File: src/rtl/hdu_pkg.sv
package hdu_pkg;
  typedef logic [1:0] ctr_t;

  localparam ctr_t CTR_SNT = 2'b00;
  localparam ctr_t CTR_WNT = 2'b01;
  localparam ctr_t CTR_ST  = 2'b11;

  function automatic ctr_t ctr_step(input ctr_t cur, input logic taken);
    ctr_t nxt;
    nxt = cur;
    if (taken && cur != CTR_ST) nxt = cur + 2'd1;
    else if (!taken && cur != CTR_SNT) nxt = cur - 2'd1;
    return nxt;
  endfunction
endpackage

File: src/rtl/hdu_load_use.sv
module hdu_load_use #(
  parameter int unsigned REG_W = 5
) (
  input  logic [REG_W-1:0] rs1_i,
  input  logic [REG_W-1:0] rs2_i,
  input  logic [REG_W-1:0] rd_i,
  input  logic             is_load_i,
  output logic             hazard_o
);
  logic rd_live;
  assign rd_live  = is_load_i && (rd_i != '0);
  assign hazard_o = rd_live && ((rd_i == rs1_i) || (rd_i == rs2_i));

  always_comb begin
    a_r3_x0_never_hazard: assert (!(hazard_o && rd_i == '0));
  end
endmodule

File: src/rtl/hdu_bht.sv
module hdu_bht
  import hdu_pkg::*;
#(
  parameter int unsigned PC_W    = 64,
  parameter int unsigned IDX_W   = 4,
  parameter int unsigned IDX_LSB = 2
) (
  input  logic            clk_i,
  input  logic            rst_ni,
  input  logic [PC_W-1:0] look_pc_i,
  input  logic            upd_valid_i,
  input  logic            upd_taken_i,
  input  logic [PC_W-1:0] upd_pc_i,
  output logic            pred_o
);
  localparam int unsigned N_ENT = 1 << IDX_W;

  logic [IDX_W-1:0] look_idx, upd_idx;
  ctr_t             cnt_q [N_ENT];
  ctr_t             upd_next;
  logic             unused_pc_bits;

  assign look_idx       = look_pc_i[IDX_LSB +: IDX_W];
  assign upd_idx        = upd_pc_i[IDX_LSB +: IDX_W];
  assign unused_pc_bits = ^{look_pc_i, upd_pc_i};
  assign upd_next       = ctr_step(cnt_q[upd_idx], upd_taken_i);

  for (genvar g = 0; g < N_ENT; g++) begin : g_ent
    always_ff @(posedge clk_i or negedge rst_ni) begin
      if (!rst_ni) cnt_q[g] <= CTR_WNT;
      else if (upd_valid_i && upd_idx == IDX_W'(g)) cnt_q[g] <= upd_next;
    end
  end

  assign pred_o = cnt_q[look_idx][1];

  a_r7_inc: assert property (@(posedge clk_i) disable iff (!rst_ni)
    (upd_valid_i && upd_taken_i && cnt_q[upd_idx] != CTR_ST)
      |=> cnt_q[$past(upd_idx)] == $past(cnt_q[upd_idx]) + 2'd1);
  a_r7_dec: assert property (@(posedge clk_i) disable iff (!rst_ni)
    (upd_valid_i && !upd_taken_i && cnt_q[upd_idx] != CTR_SNT)
      |=> cnt_q[$past(upd_idx)] == $past(cnt_q[upd_idx]) - 2'd1);
  a_r7_sat_hi: assert property (@(posedge clk_i) disable iff (!rst_ni)
    (upd_valid_i && upd_taken_i && cnt_q[upd_idx] == CTR_ST)
      |=> cnt_q[$past(upd_idx)] == CTR_ST);
  a_r7_sat_lo: assert property (@(posedge clk_i) disable iff (!rst_ni)
    (upd_valid_i && !upd_taken_i && cnt_q[upd_idx] == CTR_SNT)
      |=> cnt_q[$past(upd_idx)] == CTR_SNT);
  a_r8_idle_stable: assert property (@(posedge clk_i) disable iff (!rst_ni)
    !upd_valid_i |=> $stable(cnt_q[look_idx]) || look_idx != $past(look_idx));
endmodule

File: src/rtl/pipe_hazard_ctrl.sv
module pipe_hazard_ctrl #(
  parameter int unsigned REG_W   = 5,
  parameter int unsigned PC_W    = 64,
  parameter int unsigned BHT_IW  = 4,
  parameter int unsigned BHT_LSB = 2
) (
  input  logic             clk_i,
  input  logic             rst_ni,
  input  logic [REG_W-1:0] id_rs1_i,
  input  logic [REG_W-1:0] id_rs2_i,
  input  logic [REG_W-1:0] ex_rd_i,
  input  logic             ex_mem_read_i,
  input  logic             ex_br_valid_i,
  input  logic             ex_br_taken_i,
  input  logic [PC_W-1:0]  ex_br_pc_i,
  input  logic [PC_W-1:0]  fetch_pc_i,
  output logic             pc_write_o,
  output logic             if_id_write_o,
  output logic             nop_sel_o,
  output logic             flush_o,
  output logic             predict_o
);
  logic lu_hazard, stall;

  hdu_load_use #(.REG_W(REG_W)) u_lu (
    .rs1_i     (id_rs1_i),
    .rs2_i     (id_rs2_i),
    .rd_i      (ex_rd_i),
    .is_load_i (ex_mem_read_i),
    .hazard_o  (lu_hazard)
  );

  assign flush_o       = ex_br_valid_i && ex_br_taken_i;
  assign stall         = lu_hazard && !flush_o;  // squash makes the stall moot
  assign pc_write_o    = !stall;
  assign if_id_write_o = !stall;
  assign nop_sel_o     = stall;

  hdu_bht #(.PC_W(PC_W), .IDX_W(BHT_IW), .IDX_LSB(BHT_LSB)) u_bht (
    .clk_i       (clk_i),
    .rst_ni      (rst_ni),
    .look_pc_i   (fetch_pc_i),
    .upd_valid_i (ex_br_valid_i),
    .upd_taken_i (ex_br_taken_i),
    .upd_pc_i    (ex_br_pc_i),
    .pred_o      (predict_o)
  );

  a_r1_stall_freezes: assert property (@(posedge clk_i) disable iff (!rst_ni)
    nop_sel_o |-> (!pc_write_o && !if_id_write_o));
  a_r1_match_stalls: assert property (@(posedge clk_i) disable iff (!rst_ni)
    (ex_mem_read_i && ex_rd_i != '0 && ex_rd_i == id_rs1_i && !flush_o) |-> nop_sel_o);
  a_r2_no_load_no_stall: assert property (@(posedge clk_i) disable iff (!rst_ni)
    !ex_mem_read_i |-> (pc_write_o && if_id_write_o && !nop_sel_o));
  a_r5_flush_wins: assert property (@(posedge clk_i) disable iff (!rst_ni)
    flush_o |-> (pc_write_o && !nop_sel_o));
  a_r4_no_branch_no_flush: assert property (@(posedge clk_i) disable iff (!rst_ni)
    !ex_br_valid_i |-> !flush_o);
endmodule

File: config.mk
export PLATFORM = sky130hd
export DESIGN_NAME = pipe_hazard_ctrl
export DESIGN_NICKNAME = d
export VERILOG_FILES = /design/src/rtl/hdu_pkg.sv /design/src/rtl/hdu_load_use.sv /design/src/rtl/hdu_bht.sv /design/src/rtl/pipe_hazard_ctrl.sv
export SDC_FILE = /design/constraint.sdc
export NUM_CORES = 1
export LEC_CHECK = 0
export BUFFER_PORTS_ARGS = -buffer_cell sky130_fd_sc_hd__buf_4
export CORE_UTILIZATION = 37
export DETAILED_ROUTE_END_ITERATION = 16
export GPL_TIMING_DRIVEN = 0
export PLACE_DENSITY = 0.78
export SLEW_MARGIN = 20
export SYNTH_ARGS = -nofsm -noshare
export SYNTH_HDL_FRONTEND = slang
export SYNTH_SLANG_ARGS = --single-unit
export TNS_END_PERCENT = 10
File: constraint.sdc
create_clock -name clk_i -period 2.8 [get_ports clk_i]
set_clock_uncertainty 0.2 [all_clocks]
set_input_delay 0.56 -clock clk_i [delete_from_list [all_inputs] [get_ports clk_i]]
set_output_delay 0.56 -clock clk_i [all_outputs]
set_load 0.02 [all_outputs]
==> impl_metrics.env, run 1 <==
export IMPL_outcome="complete, but fails checks"
export IMPL_violations="setup timing"
export IMPL_synth_top_cells_by_count="mux2_2, nand2_1, dfrtp_1, dfstp_2, nor2_1"
export IMPL_syn_inst=171
export IMPL_p_per_area_mw_per_mm2=884
export IMPL_yosysMostFrequentCell="mux2_2"
export IMPL_reg_largest_list="u_bht.cnt_q (32)"
export IMPL_die_y_um=76.6
export IMPL_die_x_um=76.6
export IMPL_path_common_cell="mux2_4"
export IMPL_drt_total_wl_um=4410
export IMPL_crit_path_cell_trace="buf_12 -> mux4_2 -> mux2_4 -> nand2_1 -> o21a_2 -> ha_4 -> or3_4 -> a41oi_4 -> mux2_4"
export IMPL_p_leak_nw=1.12
export IMPL_io_buffer_count=30
export IMPL_antenna_found_initial=0
export IMPL_syn_area_mm2=0.00206
export IMPL_cpPeakStageDelay_ns=0.50
export IMPL_cts_root_buf="clkbuf_8"
export IMPL_synth_top_area_share=0.204
export IMPL_largest_register="u_bht.cnt_q"
export IMPL_largest_reg_flops=32
export IMPL_core_area_mm2=0.00524
export IMPL_syn_avg_cell_area_um2=12.0
export IMPL_drv_slew=0
export IMPL_crit_family="multiplexers"
export IMPL_fin_nets=366
export IMPL_die_area_mm2=0.00586
export IMPL_p_sw_frac=0.321
export IMPL_power_switching_mw=0.750
export IMPL_routedWlPerCell_um=15.4
export IMPL_fin_cells=287
export IMPL_period_share=1.01
export IMPL_grt_use_met3=0.0443
export IMPL_path_clk_slew_ns=0.06
export IMPL_place_congestion=0.774
export IMPL_cts_tree="done"
export IMPL_first_pass_iters=4
export IMPL_synth_area_leaders="dfstp_2, dfrtp_1, mux2_2"
export IMPL_grtUsageMet1=0.206
export IMPL_finalCriticalPeriod_ns=2.82
export IMPL_pwr_share_clk=0.155
export IMPL_clk_latency_ns=0.29
export IMPL_cts_sinks=32
export IMPL_layout_drive_gt1_share=0.558
export IMPL_path_class="in -> reg"
export IMPL_grt_pass1_vias=1593
export IMPL_ys_seq_area_frac=0.399
export IMPL_drtAntennaViolNets=0
export IMPL_grtUsageMet2=0.274
export IMPL_cp_end_kind="register"
export IMPL_synth_seq_cells=32
export IMPL_top_usage_layer="met2"
export IMPL_fin_util=0.505
export IMPL_max_freq_mhz=355
export IMPL_ir_drop_uv=326
export IMPL_gr_total_overflow=0
export IMPL_pwr_share_seq=0.382
export IMPL_dr_total_vias=1487
export IMPL_clockBufferDepth=2
export IMPL_syn_to_final_growth_pct=28.5
export IMPL_cts_buffers=5
export IMPL_yosys_warnings=0
export IMPL_fillers=462
export IMPL_ios=153
export IMPL_initial_core_util=0.393
export IMPL_setup_slack_ns=-0.0191
export IMPL_synth_async_reset_ratio=1.00
export IMPL_holdCritPathClass="reg -> reg"
export IMPL_crit_required_ns=2.83
export IMPL_hold_viol=0
export IMPL_drv_cap=0
export IMPL_row_count=26
export IMPL_path_buf_inv=1
export IMPL_syn_nets=321
export IMPL_grt_max_degree=33
export IMPL_slew_limit_headroom=0.684
export IMPL_synth_edf_count=0
export IMPL_n_antenna_cell=0
export IMPL_rsz0062_at_grt="yes"
export IMPL_worstSetupStartpointType="primary input"
export IMPL_remaining_drc_errors=0
export IMPL_hpwl_um=3390
export IMPL_path_max_fanout=8
export IMPL_yosysTopAreaCell="dfstp_2"
export IMPL_vias_per_cell=5.18
export IMPL_combPwrFrac=0.463
export IMPL_htree_levels=2
export IMPL_ys_types=38
export IMPL_grt_pass1_wl_um=7530
export IMPL_worst_path_max_delay_cell="mux4_2"
export IMPL_dp_cells=271
export IMPL_tightestPinTransition_ns=0.472
export IMPL_setup_violations_final=8
export IMPL_synthFlopType="dfstp_2"
export IMPL_drt_iter0_drc=64
export IMPL_p_int_mw=1.59
export IMPL_grt_total_usage=0.168
export IMPL_cp_arrival_ns=2.85
## power by group through the flow
stage	Combinational [mW]	Clock (mW)	Sequential, mW
after global placement	0.912	0	0.892
after global routing	1.17	0.391	0.928
after detailed placement	0.943	0	0.905
after floorplan	0.750	0	0.857
after CTS	1.04	0.371	0.897
final	1.08	0.363	0.893
## worst min-delay path, delay by kind of cell (launching register included)
kind            cells  cell delay, ns
simple gates        1            0.05
compound gates      1            0.06
flops               1            0.36
## worst paths after layout
check | cells past startpoint | start | end | slack [ns]
setup / recovery | 9 | ex_br_pc_i[2] | u_bht.cnt_q[7] | -0.02
hold / removal | 2 | u_bht.cnt_q[25] | u_bht.cnt_q[25] | 0.30
setup reg to reg | 8 | u_bht.cnt_q[17] | u_bht.cnt_q[7] | 0
hold reg to reg | 2 | u_bht.cnt_q[25] | u_bht.cnt_q[25] | 0.30
max in group asynchronous | 2 | rst_ni | u_bht.cnt_q[18] | 1.54
min in group asynchronous | 2 | rst_ni | u_bht.cnt_q[15] | 0.54
## per-stage QoR
stage	area (µm²)	power, mW	hold slack (ns)	TNS, ns	setup slack, ns
after floorplan	2130	1.61	0.0644	-5.49	-0.255
after global placement	2440	1.80	0.280	-19.12	-0.761
after detailed placement	2440	1.85	0.292	-21.07	-0.826
after CTS	2610	2.31	0.305	0	0.0112
after global routing	2640	2.49	0.345	-0.594	-0.0779
final	2640	2.34	0.302	-0.128	-0.0191
## per-layer routing
layer / part of all wire / wire [µm]
met4: 0.025 / 111
met3: 0.048 / 210
met5: 0 / 0
met2: 0.49 / 2180
met1: 0.43 / 1910
## logic make-up after synthesis
group	count (synthesis)	synth area share
flops	32	0.399
buf+inv	11	0.0274
compound gates	15	0.0669
mux	43	0.301
xor+xnor	13	0.0554
fa+ha+maj	2	0.0122
simple gates	55	0.138
## repair_timing
item,4_1_cts,5_1_grt
buffers inserted,6,2
hold buffers,1,0
endpoints found under the setup margin,32,20
pin swaps,6,4
endpoints found under the hold margin,1,0
gates resized for setup,8,4
## final cells by class
class                           count  area, µm²  share of cell area
Timing Repair Buffer               39        299               0.113
Multi-Input combinational cell    128       1270               0.481
Clock inverter                      2       10.0             0.00379
Inverter                            3       11.3             0.00426
Sequential cell                    32        821               0.311
Buffer                              7       60.1              0.0227
Tap cell                           70       87.6              0.0331
Clock buffer                        6       82.6              0.0313
## cells in the final DEF, fill, tap and decap left out, types with 2 or more instances in the layout
cell	instances
buf_6	2
nand3b_1	3
nand3_1	6
nand2_1	18
mux2i_1	5
mux2_4	10
mux2_2	16
xnor2_1	5
o31ai_2	3
xor2_1	7
clkinv_2	2
dfstp_2	16
nor2_1	11
nand4_1	2
nand2b_1	2
inv_1	3
mux4_2	11
nor2b_1	2
buf_4	38
o31ai_1	6
dfrtp_1	16
clkbuf_8	6
buf_2	2
No activity file was read; power rests on OpenSTA's default activity.
==> inputs of run 2 (changes only) <==
--- a/config.mk
+++ b/config.mk
@@ -5,11 +5,12 @@
 export SDC_FILE = /design/constraint.sdc
 export NUM_CORES = 1
 export LEC_CHECK = 0
+export ABC_AREA = 1
 export BUFFER_PORTS_ARGS = -buffer_cell sky130_fd_sc_hd__buf_4
-export CORE_UTILIZATION = 37
+export CORE_UTILIZATION = 38
 export DETAILED_ROUTE_END_ITERATION = 16
 export GPL_TIMING_DRIVEN = 0
-export PLACE_DENSITY = 0.78
+export PLACE_DENSITY = 0.77
 export SLEW_MARGIN = 20
 export SYNTH_ARGS = -nofsm -noshare
 export SYNTH_HDL_FRONTEND = slang
==> impl_metrics.env, run 2 <==
export IMPL_fin_util=0.477
export IMPL_yosys_warnings=0
export IMPL_p_leak_nw=1.39
export IMPL_mostFrequentLayoutCells="nand2_1, inv_1, buf_4"
export IMPL_post_cts_buffers=0
export IMPL_core_area_mm2=0.00564
export IMPL_io_buffer_count=31
export IMPL_dr_total_vias=2230
export IMPL_largest_reg_flops=32
export IMPL_synthFlopType="dfstp_2"
export IMPL_cts_tree="done"
export IMPL_holdCritPathClass="in -> async"
export IMPL_drt_iter0_drc=271
export IMPL_synthAdderAreaFrac=0.0110
export IMPL_initial_core_util=0.404
export IMPL_n_antenna_cell=0
export IMPL_synth_seq_cells=32
export IMPL_drv_cap=0
export IMPL_drt_total_wl_um=5950
export IMPL_crit_required_ns=2.79
export IMPL_fin_nets=519
export IMPL_cp_end_kind="register"
export IMPL_cts_root_buf="clkbuf_8"
export IMPL_cts_hold_buf=0
export IMPL_path_clk_slew_ns=0.07
export IMPL_reg_largest_list="u_bht.cnt_q (32)"
export IMPL_outcome="complete, but fails checks"
export IMPL_path_common_cell="nand2_1"
export IMPL_cp_startpoint="ex_br_pc_i[2]"
export IMPL_timing_hold_ws_ns=-0.0153
export IMPL_synth_top_family_by_area="simple AND/OR/NAND/NOR gates"
export IMPL_grt_pass1_wl_um=10000
export IMPL_htree_levels=2
export IMPL_final_common_cell="nand2_1"
export IMPL_worst_path_max_delay_cell="buf_2"
export IMPL_drtAntennaViolNets=0
export IMPL_antenna_found_initial=0
export IMPL_hpwl_um=4530
export IMPL_ys_types=29
export IMPL_drv_slew=0
export IMPL_yosysMostFrequentCell="nand2_1"
export IMPL_crit_path_cell_trace="buf_4 -> buf_4 -> nand2_1 -> nand2_1 -> nand2_1 -> nand2_1 -> nand2_1 -> nand2_1 -> nor2_1 -> inv_1 -> ha_1 -> nor2_1 -> nand2_1 -> buf_2 -> nand3_1 -> nand2_1"
export IMPL_die_x_um=79.4
export IMPL_grt_max_degree=33
export IMPL_synth_xor_area_share=0.0346
export IMPL_worstSetupStartpointType="primary input"
export IMPL_yosys_area_share_simple=0.406
export IMPL_rsz0062_at_grt="no"
export IMPL_setup_slack_ns=0.222
export IMPL_p_per_area_mw_per_mm2=656
export IMPL_die_area_mm2=0.00631
export IMPL_synth_top_cells_by_count="nand2_1, inv_1, nor2_1"
export IMPL_first_pass_iters=5
export IMPL_grt_pass1_vias=2173
export IMPL_syn_avg_cell_area_um2=6.88
export IMPL_ys_seq_area_frac=0.360
export IMPL_syn_to_final_growth_pct=18.2
export IMPL_clockBufferDepth=2
export IMPL_hold_viol=8
export IMPL_path_class="in -> reg"
export IMPL_row_count=27
export IMPL_period_share=0.921
export IMPL_finalCriticalPeriod_ns=2.58
export IMPL_grt_total_usage=0.206
export IMPL_synth_compound_area_frac=0.0648
export IMPL_layout_drive_gt1_share=0.243
export IMPL_die_y_um=79.4
export IMPL_rr_startpoint="u_bht.cnt_q[28]"
export IMPL_pre_cts_ws_ns=-0.0562
export IMPL_synth_edf_count=0
export IMPL_tightestPinTransition_ns=0.406
export IMPL_routedWlPerCell_um=13.5
export IMPL_slew_limit_headroom=0.729
export IMPL_syn_area_mm2=0.00228
export IMPL_path_max_fanout=10
export IMPL_cp_arrival_ns=2.57
export IMPL_cpPeakStageDelay_ns=0.30
export IMPL_synth_async_reset_ratio=1.00
export IMPL_largest_register="u_bht.cnt_q"
export IMPL_synth_mux_area_frac=0.0176
export IMPL_place_congestion=0.931
export IMPL_violations="hold timing"
export IMPL_ios=153
export IMPL_post_cts_resized=0
export IMPL_max_freq_mhz=388
export IMPL_clk_latency_ns=0.29
export IMPL_ir_drop_uv=224
export IMPL_setup_violations_final=0
export IMPL_syn_nets=481
export IMPL_gr_total_overflow=0
export IMPL_cts_sinks=32
export IMPL_vias_per_cell=5.05
export IMPL_remaining_drc_errors=0
export IMPL_synth_top_area_share=0.224
export IMPL_yosysTopAreaCell="nand2_1"
export IMPL_cts_buffers=5
export IMPL_syn_inst=331
export IMPL_synth_area_leaders="nand2_1, dfstp_2, dfrtp_1"
run 2: critical path, delay by kind of cell:
family,cells,cell delay [ns]
adder cells (fa/ha/maj),1,0.18
AND/OR/NAND/NOR,11,1.16
buffers and inverters,4,0.68
run 2: cell type report:
class / count / area, µm²
Buffer: 9 / 80.1
Multi-Input combinational cell: 247 / 1220
Timing Repair Buffer: 31 / 233
Clock buffer: 6 / 82.6
Tap cell: 72 / 90.1
Clock inverter: 2 / 10.0
Sequential cell: 32 / 821
Inverter: 43 / 161
Fill cell: 539 / 2950
run 2: logic make-up (layout without fill, tap and decap cells):
kind of cell	count (synthesis)	after routing
xor+xnor	9	9
fa+ha+maj	2	2
buf+inv	52	91
compound gates	23	23
simple gates	209	209
mux	4	4
flops	32	32
run 2: path summary, 6_finish.rpt:
path | end | slack, ns | cells after the start
hold reg to reg | u_bht.cnt_q[16] | 0.27 | 2
setup / recovery | u_bht.cnt_q[31] | 0.22 | 16
hold / removal | u_bht.cnt_q[29] | -0.02 | 1
max in group asynchronous | u_bht.cnt_q[10] | 2.07 | 1
min in group clk_i | u_bht.cnt_q[16] | 0.27 | 2
setup reg to reg | u_bht.cnt_q[31] | 0.34 | 11
run 2: stage by stage:
step                area, µm²  cells  total power, mW  TNS [ns]  hold slack (ns)
global route             2690    442             1.90         0           0.0242
CTS                      2690    442             1.77         0          0.00496
detailed placement       2600    434             1.39    -0.399            0.260
global placement         2600    434             1.36         0            0.258
floorplan                2280    331             1.19         0           0.0644
finish                   2690    442             1.77         0          -0.0153
run 2: routing by layer:
| layer | GRT usage | part of all wire |
|---|---|---|
| met3 | 0.0446 | 0.061 |
| met4 | 0.0891 | 0.028 |
| met1 | 0.255 | 0.43 |
| met5 | 0 | 0 |
| met2 | 0.344 | 0.48 |
run 2: where the power goes:
part           switching (mW)  total, mW  internal [mW]
combinational           0.371      0.606          0.235
sequential              0.122      0.788          0.666
clock                   0.177      0.373          0.196
total                   0.671       1.77           1.10
==> inputs of run 3 (changes only) <==
==> constraint.sdc (replaced) <==
create_clock -name clk_i -period 2.8 [get_ports clk_i]
set_clock_uncertainty 0.2 [all_clocks]
set_input_delay 0.56 -clock clk_i [delete_from_list [all_inputs] [get_ports clk_i]]
set_output_delay 0.56 -clock clk_i [all_outputs]
set_load 0.1 [all_outputs]
==> impl_metrics.env, run 3 (synthesis results as in run 2) <==
export IMPL_drv_cap=0
export IMPL_drv_slew=0
export IMPL_pwr_share_seq=0.436
export IMPL_layout_drive_gt1_share=0.246
export IMPL_post_cts_resized=0
export IMPL_max_freq_mhz=380
export IMPL_clk_latency_ns=0.29
export IMPL_place_congestion=0.938
export IMPL_grt_max_degree=33
export IMPL_tightestPinTransition_ns=0.399
export IMPL_cts_tree="done"
export IMPL_gr_total_overflow=0
export IMPL_largest_register="u_bht.cnt_q"
export IMPL_reg_largest_list="u_bht.cnt_q (32)"
export IMPL_final_common_cell="nand2_1"
export IMPL_grt_pass1_wl_um=9400
export IMPL_cp_end_kind="primary output"
export IMPL_period_share=0.940
export IMPL_timing_hold_ws_ns=-0.0138
export IMPL_p_sw_frac=0.377
export IMPL_clockBufferDepth=2
export IMPL_setup_slack_ns=0.168
export IMPL_fin_nets=519
export IMPL_ir_drop_uv=287
export IMPL_place_area_mm2=0.00262
export IMPL_n_antenna_cell=0
export IMPL_combPwrFrac=0.347
export IMPL_setup_violations_final=0
export IMPL_io_buffer_count=31
export IMPL_crit_required_ns=2.04
export IMPL_row_count=27
export IMPL_dr_total_vias=2170
export IMPL_initial_core_util=0.404
export IMPL_drt_iter0_drc=165
export IMPL_p_per_area_mw_per_mm2=664
export IMPL_post_cts_buffers=0
export IMPL_slew_limit_headroom=0.734
export IMPL_finalCriticalPeriod_ns=2.63
export IMPL_routedWlPerCell_um=12.8
export IMPL_die_y_um=79.4
export IMPL_antenna_found_initial=0
export IMPL_core_area_mm2=0.00564
export IMPL_die_x_um=79.4
export IMPL_mostFrequentLayoutCells="nand2_1, inv_1, buf_4"
export IMPL_cts_hold_buf=0
export IMPL_syn_to_final_growth_pct=19.3
export IMPL_hold_viol=7
export IMPL_violations="hold timing"
export IMPL_htree_levels=2
export IMPL_hpwl_um=4380
export IMPL_grt_pass1_vias=2058
export IMPL_first_pass_iters=4
export IMPL_fin_util=0.482
export IMPL_final_area_mm2=0.00272
export IMPL_cts_sinks=32
export IMPL_remaining_drc_errors=0
export IMPL_path_clk_slew_ns=0.07
export IMPL_cp_arrival_ns=1.87
export IMPL_cts_root_buf="clkbuf_8"
export IMPL_path_class="in -> out"
export IMPL_drtAntennaViolNets=0
export IMPL_die_area_mm2=0.00631
export IMPL_rsz0062_at_grt="no"
export IMPL_grt_total_usage=0.195
export IMPL_pre_cts_ws_ns=-0.0238
export IMPL_largest_reg_flops=32
export IMPL_p_int_mw=1.12
export IMPL_power_switching_mw=0.680
export IMPL_vias_per_cell=4.91
export IMPL_drt_total_wl_um=5670
export IMPL_worstSetupStartpointType="primary input"
export IMPL_outcome="complete, but fails checks"
export IMPL_holdCritPathClass="in -> async"
export IMPL_ios=153
export IMPL_pwr_share_clk=0.217
export IMPL_p_leak_nw=1.38
export IMPL_power_mw=1.80
export IMPL_path_max_fanout=4
export IMPL_cts_buffers=5
[run 3: cell count changes in the layout (fill, tap and decap cells not counted)]
cell | previous run | this run
nand3_4 | 0 | 1
clkbuf_1 | 0 | 1
inv_1 | 39 | 38
clkinvlp_4 | 0 | 1
clkinv_2 | 2 | 0
nand3_1 | 24 | 23
clkbuf_8 | 6 | 7
[run 3: area by class of cell]
type	count	area [µm²]
fill	545	2920
tap	72	90.1
clock buffer	8	100
timing repair buffer	31	233
multi-input combinational	247	1230
inverter	43	165
buffer	9	80.1
sequential	32	821
[run 3: metrics by stage]
step	TNS (ns)	hold slack [ns]	instances
after floorplan	0	0.0644	331
after global placement	0	0.257	434
after detailed placement	-0.0298	0.259	434
after CTS	0	0.0142	442
after global routing	0	0.0221	442
final	0	-0.0138	442
[run 3: final timing paths]
check | start | endpoint | slack (ns) | cells past startpoint
worst max-delay path | ex_rd_i[1] | pc_write_o | 0.17 | 7
min in group clk_i | u_bht.cnt_q[10] | u_bht.cnt_q[10] | 0.27 | 2
worst max register to register | u_bht.cnt_q[28] | u_bht.cnt_q[31] | 0.36 | 11
worst min-delay path | rst_ni | u_bht.cnt_q[21] | -0.01 | 1
max in group asynchronous | rst_ni | u_bht.cnt_q[8] | 2.07 | 1
worst min register to register | u_bht.cnt_q[10] | u_bht.cnt_q[10] | 0.27 | 2
[run 3: routing by layer]
layer	GRT usage	up-vias	part of all wire	wire [µm]
li1	-	1101	-	-
met2	0.309	74	0.47	2650
met5	0	-	0	0
met1	0.249	979	0.44	2500
met3	0.0480	16	0.067	379
met4	0.0909	0	0.025	140
[run 3: critical path, cell delays in order]
cell and delay (ns):
buf_4 0.13, or2_2 0.28, o41ai_1 0.27, inv_1 0.13, nand3_4 0.12, buf_4 0.11
buf_4 0.27
[run 3: power groups by stage]
stage / Combinational (mW) / Sequential, mW / Clock [mW]
after floorplan: 0.477 / 0.744 / 0
after global routing: 0.707 / 0.803 / 0.416
after detailed placement: 0.623 / 0.790 / 0
after global placement: 0.609 / 0.785 / 0
after CTS: 0.626 / 0.783 / 0.399
final: 0.626 / 0.786 / 0.392
